**src/rtl/pcd_pkg.sv**
```systemverilog
package pcd_pkg;
  typedef enum logic [2:0] {
    ST_IDLE,
    ST_REQ,
    ST_SEL,
    ST_DONE,
    ST_NORM
  } pcd_state_e;
endpackage

```
**src/rtl/pcd_e_gen.sv**
```systemverilog
module pcd_e_gen #(
  parameter int PERIOD = 10,
  parameter int HIGH   = 4
) (
  input  logic clk_i,
  input  logic rst_ni,
  output logic e_o,
  output logic e_last_o
);
  localparam int CNT_W = $clog2(PERIOD);
  localparam int LOW   = PERIOD - HIGH;

  logic [CNT_W-1:0] cnt_q;

  always_ff @(posedge clk_i or negedge rst_ni) begin
    if (!rst_ni) cnt_q <= '0;
    else if (cnt_q == CNT_W'(PERIOD - 1)) cnt_q <= '0;
    else cnt_q <= cnt_q + 1'b1;
  end

  assign e_o      = (cnt_q >= CNT_W'(LOW));
  assign e_last_o = (cnt_q == CNT_W'(PERIOD - 1));

  // run-length checker for the enable phases
  logic [CNT_W:0] run_q;
  logic           e_d;

  always_ff @(posedge clk_i or negedge rst_ni) begin
    if (!rst_ni) begin
      run_q <= '0;
      e_d   <= 1'b0;
    end else begin
      e_d   <= e_o;
      run_q <= (e_o == e_d) ? run_q + 1'b1 : (CNT_W+1)'(1);
    end
  end

  a_r1_e_phase: assert property (@(posedge clk_i) disable iff (!rst_ni)
    (e_o != e_d) |-> (run_q == (e_d ? (CNT_W+1)'(HIGH) : (CNT_W+1)'(LOW))));
endmodule

```
**src/rtl/pcd_addr_decode.sv**
```systemverilog
module pcd_addr_decode #(
  parameter int              ADDR_W       = 24,
  parameter logic [23:0]     REGION_MASK  = 24'hFF0000,
  parameter logic [23:0]     REGION_MATCH = 24'hBF0000,
  parameter int              NUM_CS       = 2,
  parameter int              CS_BASE_BIT  = 12
) (
  input  logic [ADDR_W-1:0] addr_i,
  output logic              hit_o,
  output logic [NUM_CS-1:0] sel_n_o
);
  assign hit_o = ((addr_i & ADDR_W'(REGION_MASK)) == ADDR_W'(REGION_MATCH));

  for (genvar g = 0; g < NUM_CS; g++) begin : g_sel
    assign sel_n_o[g] = addr_i[CS_BASE_BIT+g];
  end
endmodule

```
**src/rtl/pcd_cycle_fsm.sv**
```systemverilog
module pcd_cycle_fsm
  import pcd_pkg::*;
#(
  parameter int NUM_CS = 2
) (
  input  logic              clk_i,
  input  logic              rst_ni,
  input  logic              as_ni,
  input  logic              vma_ni,
  input  logic              hit_i,
  input  logic              e_last_i,
  input  logic [NUM_CS-1:0] sel_n_i,
  output logic              vpa_no,
  output logic              dtack_no,
  output logic [NUM_CS-1:0] cs_no
);
  pcd_state_e st_q, st_d;

  always_comb begin
    st_d = st_q;
    if (as_ni) st_d = ST_IDLE;
    else begin
      unique case (st_q)
        ST_IDLE: st_d = hit_i ? ST_REQ : ST_NORM;
        ST_REQ:  if (!vma_ni) st_d = ST_SEL;
        ST_SEL:  if (e_last_i) st_d = ST_DONE;
        default: st_d = st_q;
      endcase
    end
  end

  always_ff @(posedge clk_i or negedge rst_ni) begin
    if (!rst_ni) st_q <= ST_IDLE;
    else st_q <= st_d;
  end

  logic strobe;
  logic periph_act;
  assign strobe     = !as_ni;
  assign periph_act = strobe && (st_q == ST_REQ || st_q == ST_SEL);

  assign vpa_no   = !periph_act;
  assign dtack_no = !(strobe && st_q == ST_NORM);

  for (genvar g = 0; g < NUM_CS; g++) begin : g_cs
    assign cs_no[g] = !(strobe && st_q == ST_SEL && !vma_ni && !sel_n_i[g]);
  end

  // select phase leaves at the enable fall
  a_r7_end_on_fall: assert property (@(posedge clk_i) disable iff (!rst_ni)
    (st_q == ST_SEL && e_last_i && !as_ni) |=> (st_q != ST_SEL));
  // a finished cycle waits for strobe release
  a_r8_done_holds: assert property (@(posedge clk_i) disable iff (!rst_ni)
    (st_q == ST_DONE) |=> (st_q == ST_DONE || st_q == ST_IDLE));
  // select only after request
  a_r6_sel_after_req: assert property (@(posedge clk_i) disable iff (!rst_ni)
    (st_q == ST_SEL) |-> ($past(st_q) == ST_REQ || $past(st_q) == ST_SEL));
endmodule

```
**src/rtl/periph_sync_cycle.sv**
```systemverilog
module periph_sync_cycle #(
  parameter int          ADDR_W       = 24,
  parameter logic [23:0] REGION_MASK  = 24'hFF0000,
  parameter logic [23:0] REGION_MATCH = 24'hBF0000,
  parameter int          NUM_CS       = 2,
  parameter int          CS_BASE_BIT  = 12,
  parameter int          E_PERIOD     = 10,
  parameter int          E_HIGH       = 4
) (
  input  logic              clk_i,
  input  logic              rst_ni,
  input  logic [ADDR_W-1:0] addr_i,
  input  logic              as_ni,
  input  logic              vma_ni,
  output logic              e_o,
  output logic              vpa_no,
  output logic              dtack_no,
  output logic [NUM_CS-1:0] cs_no
);
  logic              hit;
  logic              e_last;
  logic [NUM_CS-1:0] sel_n;

  pcd_e_gen #(.PERIOD(E_PERIOD), .HIGH(E_HIGH)) u_e_gen (
    .clk_i    (clk_i),
    .rst_ni   (rst_ni),
    .e_o      (e_o),
    .e_last_o (e_last)
  );

  pcd_addr_decode #(
    .ADDR_W(ADDR_W), .REGION_MASK(REGION_MASK), .REGION_MATCH(REGION_MATCH),
    .NUM_CS(NUM_CS), .CS_BASE_BIT(CS_BASE_BIT)
  ) u_dec (
    .addr_i  (addr_i),
    .hit_o   (hit),
    .sel_n_o (sel_n)
  );

  pcd_cycle_fsm #(.NUM_CS(NUM_CS)) u_fsm (
    .clk_i    (clk_i),
    .rst_ni   (rst_ni),
    .as_ni    (as_ni),
    .vma_ni   (vma_ni),
    .hit_i    (hit),
    .e_last_i (e_last),
    .sel_n_i  (sel_n),
    .vpa_no   (vpa_no),
    .dtack_no (dtack_no),
    .cs_no    (cs_no)
  );

  a_r3_no_dtack_periph: assert property (@(posedge clk_i) disable iff (!rst_ni)
    !vpa_no |-> dtack_no);
  a_r9_strobe_release: assert property (@(posedge clk_i) disable iff (!rst_ni)
    as_ni |-> (vpa_no && dtack_no && (&cs_no)));
  a_r2_vpa_in_window: assert property (@(posedge clk_i) disable iff (!rst_ni)
    !vpa_no |-> ((addr_i & ADDR_W'(REGION_MASK)) == ADDR_W'(REGION_MATCH)));

  for (genvar g = 0; g < NUM_CS; g++) begin : g_cs_chk
    a_r5_cs_qual: assert property (@(posedge clk_i) disable iff (!rst_ni)
      !cs_no[g] |-> (!vma_ni && !addr_i[CS_BASE_BIT+g]));
  end
endmodule

```
**config.mk**
```make
export PLATFORM = sky130hd
export DESIGN_NAME = periph_sync_cycle
export DESIGN_NICKNAME = d
export VERILOG_FILES = /design/src/rtl/pcd_pkg.sv /design/src/rtl/pcd_e_gen.sv /design/src/rtl/pcd_addr_decode.sv /design/src/rtl/pcd_cycle_fsm.sv /design/src/rtl/periph_sync_cycle.sv
export SDC_FILE = /design/constraint.sdc
export NUM_CORES = 1
export LEC_CHECK = 0
export ABC_AREA = 0
export BUFFER_PORTS_ARGS = -buffer_cell sky130_fd_sc_hd__buf_2
export CORE_MARGIN = 2
export CORE_UTILIZATION = 25
export CTS_BUF_LIST = sky130_fd_sc_hd__clkbuf_8
export CTS_CLUSTER_DIAMETER = 50
export DETAILED_ROUTE_END_ITERATION = 7
export PLACE_DENSITY_LB_ADDON = 0.15
export SYNTH_ARGS = -nofsm -noshare
export SYNTH_HDL_FRONTEND = slang
export SYNTH_HIERARCHICAL = 1
export SYNTH_SLANG_ARGS = --single-unit
```
**constraint.sdc**
```tcl
create_clock -name clk_i -period 1.5 [get_ports clk_i]
set_input_delay 0.075 -clock clk_i [delete_from_list [all_inputs] [get_ports clk_i]]
set_output_delay 0.075 -clock clk_i [all_outputs]
set_load 0.005 [all_outputs]
```
==> impl_metrics.prom <==
# TYPE chip_impl_metric gauge
chip_impl_info{name="run_status",value="complete, but fails checks"} 1
chip_impl_info{name="failed_checks",value="negative setup slack"} 1
chip_impl_metric{name="synth_enable_flop_cells",unit=""} 0
chip_impl_metric{name="dr.pass1.iters",unit=""} 2
chip_impl_metric{name="place.detailed.hpwl",unit="µm"} 668.8
chip_impl_metric{name="synth_xor_area_frac",unit=""} 0.02053
chip_impl_info{name="synth-main-ff-cell",value="dfrtp_1"} 1
chip_impl_metric{name="reg2regPathDepth",unit=""} 4
chip_impl_metric{name="final_hold_viol_count",unit=""} 0
chip_impl_info{name="combinational_family_with_the_most_area_after_synthesis",value="simple AND/OR/NAND/NOR gates"} 1
chip_impl_metric{name="fin_setup_tns",unit="ns"} -0.04182
chip_impl_metric{name="power_leakage",unit="nW"} 0.2676
chip_impl_metric{name="timing.critical_path.arrival",unit="ns"} 1.45
chip_impl_metric{name="syn-num-nets",unit=""} 74
chip_impl_metric{name="h-tree-depth",unit=""} 1
chip_impl_metric{name="setup_slack",unit="ns"} -0.02588
chip_impl_info{name="layout_common_cells",value="buf_2, dfrtp_1, nor2_1"} 1
chip_impl_metric{name="hold_ws",unit="ns"} 0.05624
chip_impl_metric{name="synth_warnings",unit=""} 6
chip_impl_metric{name="numCtsBuffers",unit=""} 3
chip_impl_metric{name="routedWlPerCell",unit="µm"} 10.37
chip_impl_info{name="hold_start",value="as_ni"} 1
chip_impl_metric{name="seq_area_frac_synth",unit=""} 0.4106
chip_impl_metric{name="ys_ff_latch",unit=""} 7
chip_impl_metric{name="number_of_global_route_vias_before_repair",unit=""} 386
chip_impl_info{name="critical_path.startpoint_type",value="flip-flop"} 1
chip_impl_metric{name="post_synth_and_or_nand_nor_area_fraction",unit=""} 0.3196
chip_impl_metric{name="initial_core_util",unit=""} 0.2737
chip_impl_metric{name="avgViaCountPerCell",unit=""} 4.919
chip_impl_metric{name="max_slew_margin",unit=""} 0.8367
chip_impl_metric{name="clkSinkCount",unit=""} 7
chip_impl_metric{name="report.final.setup_viol",unit=""} 2
chip_impl_metric{name="drcViolationCount",unit=""} 0
chip_impl_info{name="timing.hold.worst_endpoint",value="u_fsm/st_q[1]$_DFFE_PN0P_"} 1
chip_impl_metric{name="syn_area",unit="µm²"} 426.7
chip_impl_metric{name="row_count",unit=""} 14
chip_impl_metric{name="synth_fa_ha_area_frac",unit=""} 0
chip_impl_metric{name="dieHeight",unit="µm"} 45.31
chip_impl_metric{name="min_path_cells",unit=""} 2
chip_impl_metric{name="post_synth.cell_area_avg",unit="µm²"} 9.275
chip_impl_metric{name="post_synth_mux_area_share",unit=""} 0.02639
chip_impl_metric{name="finClkSkew",unit="ns"} 0.002592
chip_impl_metric{name="gpl.final_weighted_congestion",unit=""} 0.6733
chip_impl_metric{name="synth-async-reset-ratio",unit=""} 1.000
chip_impl_metric{name="design.final.nets",unit=""} 99
chip_impl_metric{name="grt_start_max_net_pins",unit=""} 9
chip_impl_info{name="leading_cell_type_in_the_layout_fill_and_taps_excluded",value="buf_2"} 1
chip_impl_metric{name="antenna_found_initial",unit=""} 0
chip_impl_info{name="clockRootBuffer",value="clkbuf_8"} 1
chip_impl_metric{name="grt_remaining_overflow",unit=""} 0
chip_impl_metric{name="clk_pin_slew",unit="ns"} 0.04
chip_impl_info{name="cts_tree",value="built"} 1
chip_impl_metric{name="synth.distinct_cells",unit=""} 26
chip_impl_metric{name="flow.area_growth_from_synthesis",unit="%"} 40.47
chip_impl_info{name="worstSetupPathType",value="reg2out"} 1
chip_impl_metric{name="port-buffer-count",unit=""} 18
chip_impl_metric{name="dr_total_vias",unit=""} 423
chip_impl_metric{name="worst_slew_pin_slew",unit="ns"} 0.2450
chip_impl_info{name="holdCritPathClass",value="in2reg"} 1
chip_impl_metric{name="final_layout_size_suffix_gt1_frac",unit=""} 0.4286
chip_impl_metric{name="cts-resized-gates",unit=""} 0
chip_impl_info{name="rr_endpoint",value="u_fsm/st_q[0]$_DFFE_PN0P_"} 1
chip_impl_metric{name="grt_util_all_layers",unit=""} 0.1046
chip_impl_metric{name="die_width",unit="µm"} 45.31
chip_impl_metric{name="clock.fmax",unit="MHz"} 655.4
chip_impl_metric{name="grt_first_pass_wirelength",unit="µm"} 1483
chip_impl_metric{name="num_io_pins",unit=""} 33
chip_impl_metric{name="time_the_final_worst_path_needs_with_i_o_delays_and_setup",unit="ns"} 1.526
chip_impl_metric{name="clk_path_buf_depth",unit=""} 2
chip_impl_metric{name="max_cap_viol_count",unit=""} 0
chip_impl_metric{name="detail_route.iter0.violations",unit=""} 2
chip_impl_metric{name="ff2ff_setup_slack",unit="ns"} 0.36
chip_impl_metric{name="drt-total-wl",unit="µm"} 892
chip_impl_metric{name="synth_compound_area_frac",unit=""} 0.1613
chip_impl_metric{name="clock_insertion_delay_worst_skew",unit="ns"} 0.23
chip_impl_metric{name="detail-route-antenna-nets",unit=""} 0
chip_impl_metric{name="min_period_over_period",unit=""} 1.017
chip_impl_metric{name="power.density_cell_area",unit="nW/µm²"} 821.1
chip_impl_metric{name="synthesis.instances",unit=""} 46
chip_impl_metric{name="cp_required",unit="ns"} 1.42
chip_impl_metric{name="fp.dieArea",unit="µm²"} 2053
chip_impl_metric{name="layout.cells.non_filler",unit=""} 86
chip_impl_info{name="critical_path.endpoint_type",value="output pin"} 1
chip_impl_metric{name="ir_worst_vdd",unit="V"} 0.0002725
chip_impl_metric{name="n_antenna_cell",unit=""} 0
chip_impl_metric{name="report.final.slew_viol_count",unit=""} 0
chip_impl_metric{name="layout.core_utilization",unit=""} 0.3844
chip_impl_info{name="crit-reg2reg-launch",value="u_e_gen/cnt_q[2]$_DFF_PN0_"} 1
chip_impl_info{name="rsz0062_at_grt",value="true"} 1
chip_impl_metric{name="crit_path_max_fanout",unit=""} 4
chip_impl_metric{name="core_area",unit="µm²"} 1559
chip_impl_metric{name="placed_cells_incl_taps",unit=""} 79
[routing by layer]
metal | up-vias | GRT usage | part of all wire
met2 | 13 | 0.1600 | 0.46
met1 | 193 | 0.1222 | 0.46
met4 | 0 | 0.07059 | 0.024
met5 | - | 0 | 0
met3 | 4 | 0.03600 | 0.050
li1 | 213 | - | -
[stage by stage]
stage / area (µm²) / total power [mW] / setup slack, ns
finish: 599.3 / 0.4921 / -0.02588
global route: 599.3 / 0.5210 / -0.09671
CTS: 591.8 / 0.4998 / -0.03137
detailed placement: 529.3 / 0.2327 / 0.2251
global placement: 529.3 / 0.2323 / 0.2223
floorplan: 426.7 / 0.2087 / 0.3019
[sequential cells by signal, summed over array words and instances, names as in the netlist]
register and cells:
u_fsm/st_q 3, u_e_gen/cnt_q 4
[how the worst max path moves through the flow]
stage / start / to / depth (start not counted)
detailed placement: u_fsm/st_q[2]$_DFFE_PN0P_ / cs_no[1] / 3
floorplan: u_fsm/st_q[2]$_DFFE_PN0P_ / cs_no[0] / 2
global route: u_fsm/st_q[2]$_DFFE_PN0P_ / cs_no[1] / 3
finish: u_fsm/st_q[2]$_DFFE_PN0P_ / cs_no[1] / 3
global placement: u_fsm/st_q[2]$_DFFE_PN0P_ / cs_no[0] / 3
CTS: u_fsm/st_q[2]$_DFFE_PN0P_ / cs_no[1] / 3
[cells in the mapped netlist, types with 2 or more instances]
library cell | n | area [µm²]
dfrtp_1 | 7 | 175.2
nor2_1 | 6 | 22.52
a21oi_1 | 3 | 15.01
inv_1 | 3 | 11.26
nor3_1 | 3 | 15.01
buf_4 | 2 | 15.01
nand2_1 | 2 | 7.510
or4_1 | 2 | 15.01
[logic make-up after synthesis]
family / count (synthesis)
multiplexers: 1
AND/OR/NAND/NOR: 22
flip-flops: 7
XOR/XNOR: 1
AO/OA/AOI/OAI: 10
buffers and inverters: 5
[timing repair]
action | in CTS | in global routing
hold buffers | 1 | 0
endpoints found under the setup margin | 2 | 2
buffers inserted | 1 | 1
hold endpoints to repair | 7 | 0
[worst max-delay path, stage by stage, from the launching register on]
cell and delay [ns]:
dfrtp_1 0.38, or2_4 0.25, or4_1 0.46, buf_2 0.14
[final cells by class]
| class | instances | area (µm²) |
|---|---|---|
| Fill cell | 165 | 959.7 |
| Sequential cell | 7 | 175.2 |
| Clock buffer | 3 | 41.29 |
| Timing Repair Buffer | 22 | 122.6 |
| Multi-Input combinational cell | 34 | 225.2 |
| Tap cell | 16 | 20.02 |
| Clock inverter | 1 | 3.754 |
| Inverter | 3 | 11.26 |
[power by group]
group | total, mW | internal [mW] | switching [mW]
Clock | 0.257 | 0.177 | 0.0800
Combinational | 0.0430 | 0.0258 | 0.0172
Sequential | 0.192 | 0.191 | 0.00111
Total | 0.492 | 0.394 | 0.0983
Power figures use the tool's default switching activity.
